<file path="src/rtl/dref_pkg.sv">
package dref_pkg;

    typedef enum logic [2:0] {
        CY_IDLE,
        CY_SETUP,
        CY_HOLD,
        CY_RLOW,
        CY_PRE
    } cyc_state_t;

    typedef enum logic [1:0] {
        PH_WAIT,
        PH_INIT,
        PH_RUN
    } phase_t;

    typedef struct packed {
        logic ras_n;
        logic cas_n;
    } strobe_t;

    function automatic int unsigned imax(input int unsigned a, input int unsigned b);
        return (a > b) ? a : b;
    endfunction

    function automatic int unsigned cnt_w(input int unsigned n);
        return (n < 2) ? 1 : $clog2(n + 1);
    endfunction

    function automatic strobe_t stb_of(input cyc_state_t s);
        strobe_t r;
        case (s)
            CY_SETUP: r = '{ras_n: 1'b1, cas_n: 1'b0};
            CY_HOLD:  r = '{ras_n: 1'b0, cas_n: 1'b0};
            CY_RLOW:  r = '{ras_n: 1'b0, cas_n: 1'b1};
            default:  r = '{ras_n: 1'b1, cas_n: 1'b1};
        endcase
        return r;
    endfunction

endpackage

</file>
<file path="src/rtl/dref_tick.sv">
module dref_tick
    import dref_pkg::*;
#(
    parameter int unsigned PERIOD = 780
) (
    input  logic clk,
    input  logic rst,
    input  logic en,
    output logic tick
);
    localparam int unsigned W = cnt_w(PERIOD);

    logic [W-1:0] cnt;

    assign tick = en && (cnt == W'(PERIOD - 1));

    always_ff @(posedge clk) begin
        if (rst) begin
            cnt <= '0;
        end else if (en) begin
            cnt <= tick ? '0 : cnt + 1'b1;
        end
    end
endmodule

</file>
<file path="src/rtl/dref_owe.sv">
module dref_owe #(
    parameter int unsigned MAX = 8,
    parameter int unsigned W   = 4
) (
    input  logic         clk,
    input  logic         rst,
    input  logic         inc,
    input  logic         dec,
    output logic [W-1:0] cnt
);
    logic up, dn;

    assign dn = dec && (cnt != '0);
    assign up = inc && ((cnt != W'(MAX)) || dn);

    always_ff @(posedge clk) begin
        if (rst) begin
            cnt <= '0;
        end else begin
            case ({up, dn})
                2'b10:   cnt <= cnt + 1'b1;
                2'b01:   cnt <= cnt - 1'b1;
                default: cnt <= cnt;
            endcase
        end
    end
endmodule

</file>
<file path="src/rtl/dref_cyc.sv">
module dref_cyc
    import dref_pkg::*;
#(
    parameter int unsigned CSR  = 1,
    parameter int unsigned CHR  = 1,
    parameter int unsigned RLOW = 3,
    parameter int unsigned PRE  = 2
) (
    input  logic    clk,
    input  logic    rst,
    input  logic    owe,
    input  logic    gnt,
    output strobe_t stb,
    output logic    busy,
    output logic    done
);
    localparam int unsigned RLO = RLOW - CHR;
    localparam int unsigned TW  = cnt_w(imax(imax(CSR, CHR), imax(RLO, PRE)));

    cyc_state_t    state;
    logic [TW-1:0] tcnt;
    logic          aborted;

    assign stb  = stb_of(state);
    assign busy = (state != CY_IDLE);
    assign done = (state == CY_PRE) && (tcnt == '0) && !aborted;

    always_ff @(posedge clk) begin
        if (rst) begin
            state   <= CY_IDLE;
            tcnt    <= '0;
            aborted <= 1'b0;
        end else begin
            case (state)
                CY_IDLE: begin
                    if (owe && gnt) begin
                        state   <= CY_SETUP;
                        tcnt    <= TW'(CSR - 1);
                        aborted <= 1'b0;
                    end
                end
                CY_SETUP: begin
                    if (!gnt) begin
                        state   <= CY_PRE;
                        tcnt    <= TW'(PRE - 1);
                        aborted <= 1'b1;
                    end else if (tcnt == '0) begin
                        state <= CY_HOLD;
                        tcnt  <= TW'(CHR - 1);
                    end else begin
                        tcnt <= tcnt - 1'b1;
                    end
                end
                CY_HOLD: begin
                    if (!gnt) begin
                        state   <= CY_PRE;
                        tcnt    <= TW'(PRE - 1);
                        aborted <= 1'b1;
                    end else if (tcnt == '0) begin
                        state <= CY_RLOW;
                        tcnt  <= TW'(RLO - 1);
                    end else begin
                        tcnt <= tcnt - 1'b1;
                    end
                end
                CY_RLOW: begin
                    if (!gnt) begin
                        state   <= CY_PRE;
                        tcnt    <= TW'(PRE - 1);
                        aborted <= 1'b1;
                    end else if (tcnt == '0) begin
                        state <= CY_PRE;
                        tcnt  <= TW'(PRE - 1);
                    end else begin
                        tcnt <= tcnt - 1'b1;
                    end
                end
                CY_PRE: begin
                    if (tcnt == '0) begin
                        state <= CY_IDLE;
                    end else begin
                        tcnt <= tcnt - 1'b1;
                    end
                end
                default: state <= CY_IDLE;
            endcase
        end
    end
endmodule

</file>
<file path="src/rtl/dref_seq.sv">
module dref_seq
    import dref_pkg::*;
#(
    parameter int unsigned PWRUP_CYC    = 10000,
    parameter int unsigned INIT_CNT     = 8,
    parameter int unsigned INTERVAL_CYC = 780,
    parameter int unsigned CSR_CYC      = 1,
    parameter int unsigned CHR_CYC      = 1,
    parameter int unsigned RAS_LOW_CYC  = 3,
    parameter int unsigned RP_CYC       = 2,
    parameter int unsigned RPC_CYC      = 1,
    parameter int unsigned PEND_MAX     = 8,
    localparam int unsigned OW          = cnt_w(PEND_MAX)
) (
    input  logic          clk,
    input  logic          rst,
    input  logic          ref_gnt,
    output logic          ref_req,
    output logic          ras_n,
    output logic          cas_n,
    output logic          dq_float,
    output logic          mem_ready,
    output logic [OW-1:0] owed_cnt
);
    localparam int unsigned IW      = cnt_w(INIT_CNT);
    localparam int unsigned PRE_CYC = imax(RP_CYC, RPC_CYC);

    phase_t        phase;
    logic [IW-1:0] init_left;
    logic          pwr_tick, ivl_tick;
    logic          owe, busy, done;
    strobe_t       stb;

    dref_tick #(.PERIOD(PWRUP_CYC)) u_pwr (
        .clk (clk),
        .rst (rst),
        .en  (phase == PH_WAIT),
        .tick(pwr_tick)
    );

    dref_tick #(.PERIOD(INTERVAL_CYC)) u_ivl (
        .clk (clk),
        .rst (rst),
        .en  (phase == PH_RUN),
        .tick(ivl_tick)
    );

    dref_owe #(.MAX(PEND_MAX), .W(OW)) u_owe (
        .clk(clk),
        .rst(rst),
        .inc(ivl_tick),
        .dec(done && (phase == PH_RUN)),
        .cnt(owed_cnt)
    );

    dref_cyc #(
        .CSR (CSR_CYC),
        .CHR (CHR_CYC),
        .RLOW(RAS_LOW_CYC),
        .PRE (PRE_CYC)
    ) u_cyc (
        .clk (clk),
        .rst (rst),
        .owe (owe),
        .gnt (ref_gnt),
        .stb (stb),
        .busy(busy),
        .done(done)
    );

    always_ff @(posedge clk) begin
        if (rst) begin
            phase     <= PH_WAIT;
            init_left <= IW'(INIT_CNT);
        end else begin
            case (phase)
                PH_WAIT: if (pwr_tick) phase <= PH_INIT;
                PH_INIT: begin
                    if (done) begin
                        init_left <= init_left - 1'b1;
                        if (init_left == IW'(1)) phase <= PH_RUN;
                    end
                end
                default: phase <= PH_RUN;
            endcase
        end
    end

    assign owe       = (phase == PH_INIT) || ((phase == PH_RUN) && (owed_cnt != '0));
    assign ref_req   = busy || owe;
    assign ras_n     = stb.ras_n | ~ref_gnt;
    assign cas_n     = stb.cas_n | ~ref_gnt;
    assign dq_float  = busy;
    assign mem_ready = (phase == PH_RUN);
endmodule

</file>
<file path="config.mk">
export PLATFORM = sky130hd
export DESIGN_NAME = dref_seq
export DESIGN_NICKNAME = d
export VERILOG_FILES = /design/src/rtl/dref_pkg.sv /design/src/rtl/dref_tick.sv /design/src/rtl/dref_owe.sv /design/src/rtl/dref_cyc.sv /design/src/rtl/dref_seq.sv
export SDC_FILE = /design/constraint.sdc
export NUM_CORES = 1
export LEC_CHECK = 0
export BUFFER_PORTS_ARGS = -buffer_cell sky130_fd_sc_hd__buf_4
export CAP_MARGIN = 15
export CELL_PAD_IN_SITES_DETAIL_PLACEMENT = 1
export CELL_PAD_IN_SITES_GLOBAL_PLACEMENT = 2
export CORE_MARGIN = 5
export CORE_UTILIZATION = 37
export CTS_CLUSTER_DIAMETER = 80
export DETAILED_ROUTE_END_ITERATION = 16
export PLACE_DENSITY_LB_ADDON = 0.1
export SLEW_MARGIN = 0
export SYNTH_ARGS = -nofsm -noshare
export SYNTH_HDL_FRONTEND = slang
export SYNTH_SLANG_ARGS = --single-unit
export TNS_END_PERCENT = 1
</file>
<file path="constraint.sdc">
create_clock -name clk -period 2.8 [get_ports clk]
set_input_delay 0.14 -clock clk [delete_from_list [all_inputs] [get_ports clk]]
set_output_delay 0.14 -clock clk [all_outputs]
set_load 0.02 [all_outputs]
</file>
---- After elaboration in Yosys (flattened, before gate mapping) ----
Index checks and enable logic that the tools add are counted.
storage, ports and cells
  flip-flop bits (word level) ............. 40
  bits of input ports ..................... 3
  output and inout port bits .............. 9
  logic and storage cells ................. 94
cells by class
  $add $sub $neg .......................... 6
  equality and inequality tests ........... 22
  mux-type cells .......................... 27
  bitwise gates (word level) .............. 3
  reductions and logical operators ........ 28
operators by type and width
  cell                     count
  $mux W3                  8
  $mux W2                  9
  $pmux W3 S5              1
  $add A14 B1 Y14 const B  1
  $eq A14 B14 Y1 const B   1
  $mux W14                 1
  $ne A2 B2 Y1 const B     6
  $add A10 B1 Y10 const B  1
  $eq A10 B10 Y1 const B   1
  $mux W10                 1
  $logic_and A1 B1 Y1      9
  $ne A3 B2 Y1 const B     3
  $reduce_and A3 Y1        3
  $pmux W2 S4              1
  $pmux W4 S2              1
  $reduce_bool A4 Y1       2
  $sub A4 B1 Y4 const B    2
  $eq A3 B2 Y1 const B     2
  $pmux W2 S3              1
  $reduce_and A5 Y1        1
  $add A4 B1 Y4 const B    1
  $eq A2 B1 Y1 const B     2
  $eq A2 B2 Y1 const B     2
  $eq A4 B1 Y1 const B     1
  19 further kinds         25

---- Logic depth before layout (Yosys ltp) ----
Gate-level depths: netlist of the first run.
  depth in word-level cells ............... 9
  gate-level depth with buffers ........... 12
  gate-level depth less buffers ........... 12

---- Cells and area by module ----
Synthesis of the first run repeated with hierarchy kept, for this count alone.
unflattened totals
  cells, all modules ...................... 250
  area total of the unflattened synthesis .. 2,242.2 µm²
by module, submodules not included
  module             times used  cells an instance  area an instance (µm²)  seq. area each (µm²)
  dref_tick (u_pwr)  1           74                 700.7                   280.3
  dref_tick (u_ivl)  1           50                 462.9                   200.2
  dref_cyc           1           52                 427.9                   120.1
  dref_owe           1           36                 330.3                   80.1
  dref_seq           1           38                 320.3                   120.1

---- Worst setup path after synthesis of the first run ----
OpenSTA, ideal clock, no wires.
  kind .................................... register to register
  from .................................... reg u_owe.cnt[0]
  to ...................................... reg u_owe.cnt[3]
  setup time .............................. 0.132 ns
  arrival ................................. 2.357 ns
  data required time ...................... 2.668 ns
  setup slack ............................. 0.312 ns
  cell stages (with the launch flop) ...... 11
  path buffers ............................ 0
  period minus slack after synthesis ...... 2.488 ns
  path through ............................ dfxtp_1 > or4_1 > and2_4 > nand3_2 > inv_1 > ha_1 > a21o_1 > a21oi_1 > and4_1 > o21a_1 > nor3_1
on the way
  word-level cells in the longest chain between the ends .. 6
  elaborated cells on any way between the ends .. 11
  those cells by class .................... add/sub (2); eq/ne (3); mux (1); reduce/logical (5)
RTL lines
  what                                               RTL line        RTL
  start, declared                                    dref_owe.sv:9   output logic [W-1:0] cnt
  start signal, assigned                             dref_owe.sv:21  2'b10: cnt <= cnt + 1'b1;
  start signal, assigned                             dref_owe.sv:22  2'b01: cnt <= cnt - 1'b1;
  start signal, assigned                             dref_owe.sv:23  default: cnt <= cnt;
  $reduce_bool A4 Y1                                 dref_owe.sv:13  assign dn = dec && (cnt != '0);
  $logic_and A1 B1 Y1                                dref_owe.sv:13
  $logic_or A1 B1 Y1                                 dref_owe.sv:14  assign up = inc && ((cnt != W'(MAX)) || dn);
  $logic_and A1 B1 Y1                                dref_owe.sv:14
  $eq A2 B1 Y1 or $eq A2 B2 Y1 (tied branches)       dref_owe.sv:20  case ({up, dn})
  $pmux W4 S2 or $reduce_bool A2 Y1 (tied branches)  n/a
Parallel ways exist; a longest one is shown, timed or not.
A chain may end at the register's enable or synchronous reset.

---- Final worst setup path of the first run ----
  from .................................... reg u_owe.cnt[1]
  to ...................................... reg u_owe.cnt[3]
Same word-level chain as after synthesis.

==> metrics list, run 1 <==
* RSZ-0062 raised after global routing: false
* Final routed DRC violation total: 0
- Clock tree synthesis inserted a total of 5 buffers.
- Final critical-path share of the clock period: 90.4%
- Dividing the detail-routed via count by the number of cells gives 5.21.
- Clock-pin slew was measured on the worst setup and hold paths at 0.08 ns.
- Final weighted congestion in routability-driven placement: 0.714
- Number of buffers between clock root and the deepest sink: 2
- The HPWL after detailed placement is 3530 um.
- Summing all placed instances gives a cell area of 2350 um^2.
- Yosys attributes the largest share of cell area to sky130_fd_sc_hd__dfxtp_1 (37%), sky130_fd_sc_hd__nor2_1 (7.7%), sky130_fd_sc_hd__xor2_1 (7.3%).
- Final design area excluding fillers: 2470 um^2
- Core outline area: 5570 um^2
- Die area: 7420 um^2
- Of all flip-flops after synthesis, the portion carrying an async set or reset was 0%.
- Global-route wire length before repair: 8800 um
- Global-route usage over all layers: 14.6%
- Subtracting the final worst setup slack from the clock period gives 2.53 ns.
* Clock sink count: 40
- The post-route netlist has 14.2% of its cells at a drive strength greater than 1.
- The final count of pins violating max slew came to 0.
* Highest Clock Rate: 0.395 GHz
- Once the floorplan was initialized, standard cells occupied 38.5% of the core.
* Proportion of synthesized chip area in sequential cells: 37.3%
- The H-tree was split into 2 levels.
- Syn Nets: 266
- Pwr per Cell Area: 496 nW/um^2
- Final antenna-violating net count: 0
* Total negative setup slack: 0 ns
- Mapped Cells: 253
* Number of inserted diodes: 0
* Worst Skew: 0.00611 ns
- Largest delay contributor family on the critical path: simple AND/OR/NAND/NOR gates
- In this design, the stage delay of the slowest critical-path cell is 0.56 ns.
- The final-report hold violation count is 0.
- The min-delay analysis places its worst path in the category in -> reg.
* Area overhead of the layout relative to synthesis: 15.0%
- The initial antenna violation count is 0.
- The tool flagged a number of max-cap violations equal to 0.
* Static leakage: 0.976 nW
- STA puts the critical path data arrival time at 2.76 ns.
- Top cell types by occurrence after synthesis: sky130_fd_sc_hd__nor2_1 (44), sky130_fd_sc_hd__dfxtp_1 (40), sky130_fd_sc_hd__nand2_1 (28)
- Slew at the pin closest to its max-slew limit: 0.756 ns
- Crit. End Element: flip-flop
- 1st-pass router iterations: 4
* Placement row count: 27
- The Yosys step of the flow raised 0 warnings.
- CTS placed an instance of sky130_fd_sc_hd__clkbuf_8 at the clock tree root.
* WL/cell: 13.7 um
- Largest net degree at the start of global routing: 22
- The synthesized netlist occupies a cell area of 2150 um^2.
- After detailed routing, the total wire length is 4750 um.
- After clock tree synthesis, the flow added hold-fix buffers numbering 0.
* Library cell occupying the most area in the post-synthesis netlist: sky130_fd_sc_hd__dfxtp_1
- Port buffering added 11 buffers.
* CP required: 3.03 ns
- Dominant synthesized flop cell: sky130_fd_sc_hd__dfxtp_1
- TritonCTS built the clock tree.
- For this run the aggregate overflow at the end of global routing stands at 0.
- Counting both buffers and inverters, the worst setup path holds a total of 1.
- The worst setup path is of the reg -> reg kind.
- Category of the worst setup path launch point: flip-flop
* Via total after detailed routing: 1801
- In this run the biggest area consumer among cell types represents 37.3% of the synthesized area.
- Avg Inst Size Synth: 8.48 um^2
- Once the clock tree was built, the setup fixing pass inserted 0 buffers.
- The number of global-route vias before repair is 1865.
* Run status: finished clean
- Nets: 286
- Overall die width: 86.2 um
- 12 I/O pins were placed.
- Maximum vdd ir drop: 0.000187 V
- In this run, synthesis inferred 0 flip-flops with an integrated enable.
- Number of distinct library cells after synthesis: 52
- Library cell appearing most often on the critical path: sky130_fd_sc_hd__nor3_1
* Number of flip-flops and latches in the synthesized netlist: 40
- The slowest stage of the critical path is the sky130_fd_sc_hd__or4_1 cell.
- In this run the worst path has a maximum fanout of 5.
- After clock tree synthesis, the repair step resized 0 gates.
* Insertion delay to the later sink of the worst-skew pair: 0.30 ns
- Starting DRC count in detailed routing: 46
- sky130_fd_sc_hd__nor2_1 is the most common cell in the netlist.
- Vertical die dimension: 86.2 um
- Final setup violation count: 0
- Headroom to the max-slew limit came out at 48.9%.
* Sequence of cells on the critical path: or4_1 > and2_4 > nand3_2 > inv_1 > ha_1 > a21o_1 > a21oi_1 > and4_1 > nor3_1 > nor3_1
[area by class of cell]
class	count	area, um^2
Inverter	10	37.5
Multi-Input combinational cell	195	1260
Clock inverter	2	38.8
Sequential cell	40	801
Timing Repair Buffer	21	158
Fill cell	704	3110
Tap cell	72	90.1
Clock buffer	6	82.6
[cells by family (layout without fill, tap and decap cells)]
family	Yosys count	count (layout)	synth area share, %
XOR/XNOR	24	24	9.80
adder cells (fa/ha/maj)	10	10	6.18
AO/OA/AOI/OAI	34	34	11.1
flip-flops	40	40	37.3
AND/OR/NAND/NOR	122	122	29.3
buffers and inverters	18	39	3.91
multiplexers	5	5	2.45
[report_power, final]
group	internal [mW]	switching [mW]	leakage, nW
Sequential	0.579	0.0107	0.323
Clock	0.292	0.221	0.0614
Combinational	0.0482	0.0729	0.592
Total	0.919	0.305	0.976
[stage by stage]
step	cells	hold slack (ns)	setup slack [ns]	total power, mW	util, %
after floorplan	253	0.236	0.312	0.684	-
after global placement	338	0.403	0.325	0.725	42.1
after detailed placement	338	0.401	0.257	0.725	42.1
after CTS	346	0.0760	0.237	1.25	44.3
after global routing	346	0.0983	0.0503	1.28	44.3
final	346	0.0912	0.270	1.22	44.3
[flip-flops by register name (all words and copies together), names as in the netlist]
register       flops
u_owe.cnt          4
u_cyc.state        3
u_cyc.tcnt         2
u_cyc.aborted      1
u_ivl.cnt         10
init_left          4
u_pwr.cnt         14
phase              2
[per-layer routing]
metal  track usage [%]  vias up  wire [um]
met1              18.7      877       2370
met5                 0        -          0
li1                  -      908          -
met3              3.17        7        100
met2              24.1        9       2210
met4              4.75        0         72
[placed cells by master, fill, tap and decap left out, types with 2 or more instances in the layout]
cell                       count
sky130_fd_sc_hd__or3_1         4
sky130_fd_sc_hd__mux2i_1       3
sky130_fd_sc_hd__nor2_1       44
sky130_fd_sc_hd__and4_1        4
sky130_fd_sc_hd__nand2_1      28
sky130_fd_sc_hd__mux2_2        2
sky130_fd_sc_hd__o21ai_0       6
sky130_fd_sc_hd__or4_1         2
sky130_fd_sc_hd__xnor2_1       6
sky130_fd_sc_hd__inv_1         9
sky130_fd_sc_hd__dfxtp_1      40
sky130_fd_sc_hd__xor2_1       18
sky130_fd_sc_hd__a21oi_1      11
sky130_fd_sc_hd__clkbuf_8      6
sky130_fd_sc_hd__nand3_1      10
sky130_fd_sc_hd__nor2b_1       3
sky130_fd_sc_hd__nor4b_1       2
sky130_fd_sc_hd__ha_1          9
sky130_fd_sc_hd__nand4_1       6
sky130_fd_sc_hd__or2_1         2
sky130_fd_sc_hd__buf_4        21
sky130_fd_sc_hd__a211oi_1      3
sky130_fd_sc_hd__and3_1        2
sky130_fd_sc_hd__nor3_1        5
[final timing paths]
path                                   start            end  slack, ns  cells after the start
worst min-delay path                 ref_gnt  u_cyc.aborted       0.09                      2
worst min register to register  u_ivl.cnt[0]   u_ivl.cnt[0]       0.49                      2
worst max-delay path            u_owe.cnt[1]   u_owe.cnt[3]       0.27                     10
worst max register to register  u_owe.cnt[1]   u_owe.cnt[3]       0.27                     10
Power figures use the tool's default switching activity.
==> run 2, diff against run 1 <==
==> constraint.sdc (replaced) <==
create_clock -name clk -period 2.7 [get_ports clk]
set_input_delay 0.135 -clock clk [delete_from_list [all_inputs] [get_ports clk]]
set_output_delay 0.135 -clock clk [all_outputs]
set_load 0.02 [all_outputs]
==> run 2 against run 1 <==
Net effect:
- clock skew increased by 0.00079 ns
- die area unchanged
- register-to-register slack got worse by 0.03 ns
- critical path type unchanged
- first-iteration DRC count increased by 4.3%
- highest routed layer unchanged
- final cell count increased by 0.29%
- combinational power increased by 4%
- largest power group unchanged
- routed wire length increased by 1.1%
- global-route usage about the same
==> metrics list, run 2 (same netlist as run 1, synthesis figures left out) <==
- In the final layout, the registers with the most flip-flops are u_pwr.cnt (14), u_ivl.cnt (10).
- The library cell used most frequently in the layout, excluding fill and tap cells, is sky130_fd_sc_hd__nor2_1.
- The fraction of final layout cells sized beyond drive strength 1 is 14.5% (+0.31 points).
- The startpoint identified for the worst register-to-register timing path is u_owe.cnt[1].
- Setup repair after global routing left no endpoint under its margin.
- Largest net degree at the start of global routing: 22 (unchanged)
- Final antenna-violating net count: 0 (unchanged)
- The number of ports placed on the die boundary came to 12 (unchanged).
* Slack of the worst reg-to-reg path: 0.24 ns (-0.03 ns)
- Worst slew margin relative to its limit: 52.0% (+3.1 points)
- The routed wire length per instance was 13.9 um (+0.84%).
* Clk slew on worst S/H paths: 0.08 ns (about the same)
- Global-route usage over all layers: 14.6% (about the same)
* Shortest clock period the worst path allows after layout: 2.46 ns (-0.0697 ns)
* Area overhead of the layout relative to synthesis: 14.9%
- The final count of pins violating max slew was 0 (unchanged).
- The total DRC errors in the routed layout is 0 (unchanged).
* Start point of the worst hold path: ref_gnt
- Setup slack after layout: 0.240 ns (-0.0303 ns)
- The worst setup path is launched from a flip-flop.
* Static leakage: 0.976 nW (about the same)
- The total of fill cells in the finished design came to 670 (-4.8%).
* Initial Util: 38.5% (unchanged)
- The count of input and output buffers came to 11 (unchanged).
- The final clock period utilization by the worst path came to 91.1% (+0.77 points).
- The height of the chip came to 86.2 um (unchanged).
- The number of H-tree levels was 2 (unchanged).
- Highest Clock Rate: 0.406 GHz (+2.8%)
- In the layout the commonest cells are sky130_fd_sc_hd__nor2_1 (44), sky130_fd_sc_hd__dfxtp_1 (40), sky130_fd_sc_hd__nand2_1 (28).
- Placement row count: 27 (unchanged)
- The sequential standard cell area is 801 um^2 (unchanged).
- The area of the core is 5570 um^2 (unchanged).
* Crit. End Element: flip-flop
- The data arrival at the endpoint of the critical path is 2.68 ns (-0.08 ns).
* Most flop-heavy register: u_pwr.cnt
* Hold-critical path depth: 2 (unchanged)
* Maximum vdd ir drop: 0.000250 V (+34%)
* Number of setup buffers added after CTS: 0 (unchanged)
- Final Hold Viols: 0 (unchanged)
- Instance area after placement: 2350 um^2 (+0.32%)
- The worst setup path is of the reg -> reg kind.
- The sum of overflow across all layers after global routing is 0 (unchanged).
- Overall die width: 86.2 um (unchanged)
- Die area: 7420 um^2 (unchanged)
- The DRC marker count from the first detailed-route iteration was 48 (+4.3%).
- The insertion delay to the later sink of the worst-skew pair came to 0.29 ns (about the same).
- Initial antenna violation count: 0 (unchanged)
* Multi-input gate area in the final layout: 1260 um^2 (+0.30%)
* Final design area excluding fillers: 2470 um^2 (-0.10%)
* Minimum setup slack after placement: 0.168 ns (-0.0896 ns)
- Hold Buf Count CTS: 0 (unchanged)
- The placed wire-length estimate is 3610 um (+2.2%).
- The largest buffer count on any clock path was 2 (unchanged).
- Worst R2R End: u_owe.cnt[3]
- Clock sink count: 40 (unchanged)
* Final weighted congestion in routability-driven placement: 0.730 (+2.3%)
- The routed via count divided by cell count is 5.13 (-1.4%).
* Worst Skew: 0.00689 ns (+0.000787 ns)
* Number of inserted diodes: 0 (unchanged)
- Flip-flop count of the largest register after layout: 14 (unchanged)
- The number of detailed-routing iterations run before antenna repair was 4 (unchanged).
* Pwr per Cell Area: 497 nW/um^2 (+0.26%)
* Final setup violation count: 0 (unchanged)
- The max-capacitance violation count came to 0 (unchanged).
* Clock tree from TritonCTS: yes
- The sum of negative setup slack is 0 ns (unchanged).
- The critical path required time came to 2.91 ns (-0.12 ns).
- The maximum fanout encountered on the critical timing path was 5 (unchanged).
- The number of cells on the worst reg-to-reg path came to 10 (unchanged).
- The number of buffers created by CTS came to 5 (unchanged).
- The flow ran to the end, and the final reports show no timing, DRC or antenna violations.
* Via total after detailed routing: 1781 (-1.1%)
* End point of the worst hold path: u_cyc.aborted
* Vias in the first global route: 1873 (+0.43%)
- The final layout net count is 287 (+0.35%).
- Root Buffer Master: sky130_fd_sc_hd__clkbuf_8
- In this run the worst hold path is classified as in -> reg.
- The slew of the pin with the lowest slew margin is 0.710 ns (-0.0455 ns).
- The routed wire length came to 4810 um (+1.1%).
- Global-route wire length before repair: 8880 um (+0.86%)
==> run 2: cell types whose count changed in the layout (fill, tap and decap cells not counted), sizes merged <==
cell  previous run  this run
buf             21        22
==> run 2: worst max path at each step <==
| stage | slack, ns | endpoint | cells after the start | from |
|---|---|---|---|---|
| after floorplan | 0.21 | u_owe.cnt[3] | 10 | u_owe.cnt[0] |
| after global placement | 0.23 | u_owe.cnt[3] | 10 | u_owe.cnt[1] |
| after detailed placement | 0.17 | u_owe.cnt[3] | 10 | u_owe.cnt[1] |
| after CTS | 0.14 | u_owe.cnt[3] | 10 | u_owe.cnt[1] |
| after global routing | 0.008 | u_owe.cnt[3] | 12 | u_cyc.tcnt[0] |
| final | 0.24 | u_owe.cnt[3] | 10 | u_owe.cnt[1] |
==> run 2: area by class of cell <==
class                           count  share of cell area [%]
Clock buffer                        6                    2.94
Clock inverter                      2                    1.42
Inverter                           10                    1.52
Multi-Input combinational cell    195                    51.3
Sequential cell                    40                    32.5
Tap cell                           72                    3.65
Timing Repair Buffer               22                    6.70
==> run 2: per-stage QoR <==
step	utilization (%)	power [mW]	std cells	hold slack [ns]
2_1_floorplan	-	0.709	253	0.231
3_3_place_gp	42.2	0.752	339	0.405
3_5_place_dp	42.2	0.752	339	0.410
4_1_cts	44.2	1.25	347	0.0924
5_1_grt	44.2	1.29	347	0.0951
6_report	44.2	1.23	347	0.103
==> run 2: worst max-delay path, stage by stage (launching register included) <==
cell and delay, ns:
sky130_fd_sc_hd__dfxtp_1 0.35, sky130_fd_sc_hd__or4_1 0.55, sky130_fd_sc_hd__and2_4 0.21, sky130_fd_sc_hd__nand3_2 0.09
sky130_fd_sc_hd__inv_1 0.08, sky130_fd_sc_hd__ha_1 0.27, sky130_fd_sc_hd__a21o_1 0.19, sky130_fd_sc_hd__a21oi_2 0.20
sky130_fd_sc_hd__and4_1 0.24, sky130_fd_sc_hd__nor3_1 0.05, sky130_fd_sc_hd__nor3_1 0.16
==> run 2: routing by layer <==
metal | track usage, % | share of wire (%) | up-vias
met5 | 0 | 0 | -
met4 | 3.02 | 0.65 | 0
met3 | 2.59 | 2.1 | 4
met2 | 23.5 | 45 | 13
met1 | 20.2 | 52 | 849
li1 | - | - | 915
==> run 2: power breakdown <==
part	internal [mW]	switching, mW	leakage [nW]
logic	0.0497	0.0760	0.598
registers	0.600	0.0108	0.323
clock network	0.275	0.215	0.0552
total	0.925	0.301	0.976
==> run 2: what timing repair did <==
action                     4_1_cts  5_1_grt
gates resized for setup          0        1
hold endpoints to repair         0        0
setup endpoints to repair        0        1
==> run 3, diff against run 2 <==
--- a/config.mk
+++ b/config.mk
@@ -10,12 +10,13 @@
 export CELL_PAD_IN_SITES_DETAIL_PLACEMENT = 1
 export CELL_PAD_IN_SITES_GLOBAL_PLACEMENT = 2
 export CORE_MARGIN = 5
-export CORE_UTILIZATION = 37
+export CORE_UTILIZATION = 38
 export CTS_CLUSTER_DIAMETER = 80
 export DETAILED_ROUTE_END_ITERATION = 16
 export PLACE_DENSITY_LB_ADDON = 0.1
 export SLEW_MARGIN = 0
 export SYNTH_ARGS = -nofsm -noshare
 export SYNTH_HDL_FRONTEND = slang
+export SYNTH_HIERARCHICAL = 1
 export SYNTH_SLANG_ARGS = --single-unit
 export TNS_END_PERCENT = 1
==> run 3 against run 2 <==
Net effect:
- sequential power shrank 2%
- flip-flop and latch count stayed put
- final cell count shrank 0.86%
- clock skew down 0.00089 ns
- largest cell class unchanged
- critical path type unchanged
- first-iteration DRC count down 4.2%
==> metrics list, run 3 <==
- Top Registers: u_pwr/cnt (14), u_ivl/cnt (10)
- Worst Skew: 0.00600 ns (-0.000895 ns)
- The total die area was 7540 um^2 (+1.5%).
* Number of inserted diodes: 0 (unchanged)
- Number of buffer cells added on primary ports: 11 (unchanged)
* Proportion of synthesized chip area in sequential cells: 35.7% (-1.6 points)
* Worst Path Max Fanout: 5 (unchanged)
- The placed wire-length estimate is 3300 um (-8.7%).
- Yosys warning count: 6 (+6)
* Final critical-path share of the clock period: 92.6% (+1.4 points)
- The number of cells on the worst reg-to-reg path is 12 (+2).
- Share of the synthesized area in the top cell type: 35.7% (-1.6 points)
* Number of vias per cell: 5.06 (-1.4%)
* Async set or reset register ratio after synthesis: 0% (unchanged)
* RSZ-0062 raised after global routing: false
- 1st-pass router iterations: 4 (unchanged)
- The number of resized instances in the post-cts repair step came to 0 (unchanged).
- The placement row count was 28 (+3.7%).
- The critical path is of the reg -> reg type.
* Clock tree from TritonCTS: yes
- Core outline area: 5820 um^2 (+4.3%)
- In the synthesized netlist the dominant register cell turns out to be sky130_fd_sc_hd__dfxtp_1.
- The fraction of final layout cells sized beyond drive strength 1 is 18.2% (+3.7 points).
* Avg Inst Size Synth: 8.97 um^2 (+5.7%)
* Nets: 281 (-2.1%)
- The height of the chip is 86.8 um (+0.77%).
- Data arrival time at the worst-slack endpoint: 2.68 ns (about the same)
- The wire length of the first global-routing pass was 8340 um (-6.1%).
- Largest delay contributor family on the critical path: simple AND/OR/NAND/NOR gates
* Crit. End Element: flip-flop
- The post-route antenna net violation count came to 0 (unchanged).
- Hold Buf Count CTS: 0 (unchanged)
- The number of global-route vias before repair was 1829 (-2.3%).
- Most common library cell in the layout ignoring fill and taps: sky130_fd_sc_hd__dfxtp_1
* Final design area excluding fillers: 2550 um^2 (+3.2%)
- GR Overflow Total: 0 (unchanged)
* Slack of the worst reg-to-reg path: 0.20 ns (-0.04 ns)
* Type of the worst min-delay path: in -> reg
- The final weighted congestion in routability-driven placement was 0.726 (-0.64%).
* Worst R2R End: u_owe/cnt[3]
- Area overhead of the layout relative to synthesis: 13.6%
- The worst hold-check slack came to 0.100 ns (-0.00279 ns).
- Reg power frac: 52.7% (+2.9 points)
- The cell count after synthesis was 250 (-1.2%).
* Overall die width: 86.8 um (+0.77%)
- Sorting the synthesized cells by how often they occur yields sky130_fd_sc_hd__dfxtp_1 (40), sky130_fd_sc_hd__nor2_1 (36), sky130_fd_sc_hd__xor2_1 (14).
- Pwr per Cell Area: 445 nW/um^2 (-10%)
- Ranked by flip-flop count, first place goes to u_pwr/cnt.
* Number of flip-flops and latches in the synthesized netlist: 40 (unchanged)
- FILL cells: 700 (+4.5%)
* Area occupied by registers: 801 um^2 (unchanged)
- The distinct cell type count after synthesis was 54 (+3.8%).
* Switching power: 0.253 mW (-16%)
* Number of levels the H-tree was split into: 2 (unchanged)
* Hold-critical path depth: 2 (unchanged)
- Starting DRC count in detailed routing: 46 (-4.2%)
- Start point of the worst hold path: ref_gnt
* Final Hold Viols: 0 (unchanged)
- Number of setup buffers added after CTS: 0 (unchanged)
- Number of top-level pins: 12 (unchanged)
* Number of enable-type register cells in the synthesized netlist: 0 (unchanged)
- Critical Path Max Stage Delay: 0.37 ns (-0.18 ns)
- The combined buffer and inverter count along the critical path came to 2 (+1).
- The run finished with clean final reports.
- The highest clock rate came to 0.400 GHz (-1.6%).
* Final setup violation count: 0 (unchanged)
* Slew at the pin closest to its max-slew limit: 0.386 ns (-0.325 ns)
- The cell-internal power came to 0.881 mW (-4.7%).
- Max-capacitance violation count: 0 (unchanged)
* Clk slew on worst S/H paths: 0.09 ns (about the same)
* Max-slew violation total from the final report: 0 (unchanged)
- Cell area after technology mapping: 2240 um^2 (+4.5%)
* Sequence of cells on the critical path: inv_1 > ha_1 > and4b_1 > and2_2 > nand2b_1 > a21o_1 > inv_1 > ha_1 > nand3_1 > a21bo_1 > o221ai_1 > a31oi_1
- Maximum vdd ir drop: 0.000190 V (-24%)
* Total negative setup slack: 0 ns (unchanged)
- The path with the worst hold slack has its endpoint at u_cyc/aborted.
* Root Buffer Master: sky130_fd_sc_hd__clkbuf_8
- The startpoint identified for the worst register-to-register timing path is u_cyc/tcnt[0].
* Post-detailed-routing wire length: 4660 um (-3.0%)
- The largest buffer count on any clock path is 2 (unchanged).
- Largest net degree at the start of global routing: 24 (+9.1%)
- Clock share of power: 45.2% (+5.3 points)
- The worst setup path is launched from a flip-flop.
- Initial antenna violation count: 0 (unchanged)
- The slowest stage of the critical path is the sky130_fd_sc_hd__dfxtp_1 cell.
- Most common cell in the synthesized netlist: sky130_fd_sc_hd__dfxtp_1
* Highest-count cells in the layout ignoring fill and taps: sky130_fd_sc_hd__dfxtp_1 (40), sky130_fd_sc_hd__nor2_1 (36), sky130_fd_sc_hd__buf_4 (18)
- Clock sink count: 40 (unchanged)
- Insertion delay to the later sink of the worst-skew pair: 0.30 ns (about the same)
- Global-route usage over all layers: 13.6% (-0.92 points)
- The leakage power came to 0.962 nW (-1.4%).
* Sw frac: 22.3% (-2.2 points)
* Shortest clock period the worst path allows after layout: 2.50 ns (+0.0388 ns)
- The critical path required time came to 2.88 ns (-0.03 ns).
- Flip-flop count of the largest register after layout: 14 (unchanged)
* Main area contributors after synthesis: sky130_fd_sc_hd__dfxtp_1 (36%), sky130_fd_sc_hd__nor2_1 (6.0%), sky130_fd_sc_hd__xor2_1 (5.5%)
- Syn Nets: 263 (-1.1%)
- The via count of the routed design is 1741 (-2.2%).
- The number of buffers created by CTS came to 5 (unchanged).
- The area taken by multi-input logic gates is 1360 um^2 (+7.2%).
- WL/cell: 13.5 um (-2.2%)
- The portion of total power attributed to combinational logic is 2.2% (-8.0 points).
- The largest total area in the synthesized netlist belongs to sky130_fd_sc_hd__dfxtp_1.
- The initial cell density of the core came to 38.6% (+0.058 points).
- The post-placement cell area is 2430 um^2 (+3.0%).
- The total DRC errors in the routed layout came to 0 (unchanged).
- Worst slew margin relative to its limit: 74.2% (+22 points)
## run 3: cell count changes in the layout (fill, tap and decap cells not counted), sizes merged, moves of 4 or more
cell    delta
nand2     -17
nand2b    +14
xnor2      +7
nor2       -6
buf        -4
inv        +4
xor2       -4
## run 3: how the worst max path moves through the flow
stage / startpoint / endpoint / cells after the start
after floorplan: phase[0] / u_owe/cnt[3] / 13
after global placement: u_cyc/tcnt[0] / u_owe/cnt[3] / 12
after detailed placement: u_cyc/tcnt[0] / u_owe/cnt[3] / 12
after CTS: u_cyc/tcnt[0] / u_owe/cnt[3] / 12
after global routing: u_cyc/tcnt[0] / u_owe/cnt[3] / 12
final: u_cyc/tcnt[0] / u_owe/cnt[3] / 12
## run 3: layout make-up
cell class              count  share of cell area, %
clock inverters             3                   1.82
repair buffers             18                   5.31
inverters                  12                   1.77
flip-flops and latches     40                   31.4
clock buffers               5                   2.70
multi-input cells         191                   53.3
well taps                  75                   3.69
## run 3: cell families after synthesis
logic type | after synthesis | share of synthesized area, %
simple gates | 118 | 31.7
flops | 40 | 35.7
compound gates | 35 | 11.7
xor+xnor | 27 | 10.5
buf+inv | 19 | 4.02
fa+ha+maj | 10 | 5.92
mux | 1 | 0.446
## run 3: power groups by stage
stage,logic [mW],clock network (mW),registers [mW]
after CTS,0.0255,0.534,0.597
after global routing,0.0289,0.556,0.598
after floorplan,0.0146,0,0.610
after global placement,0.0259,0,0.611
after detailed placement,0.0255,0,0.611
final,0.0248,0.512,0.597
## run 3: stage by stage
step	total power [mW]	utilization (%)	setup slack [ns]	instances
floorplan	0.625	-	0.160	250
global placement	0.637	41.7	0.260	336
detailed placement	0.637	41.7	0.0961	336
CTS	1.16	43.7	0.0952	344
global route	1.18	43.8	0.0172	344
finish	1.13	43.8	0.201	344
## run 3: per-layer routing
metal / wire, um / track usage (%) / vias to the layer above
met4: 51 / 4.25 / 0
met5: 0 / 0 / -
met3: 126 / 3.14 / 5
li1: - / - / 898
met2: 2130 / 22.5 / 16
met1: 2350 / 17.6 / 822
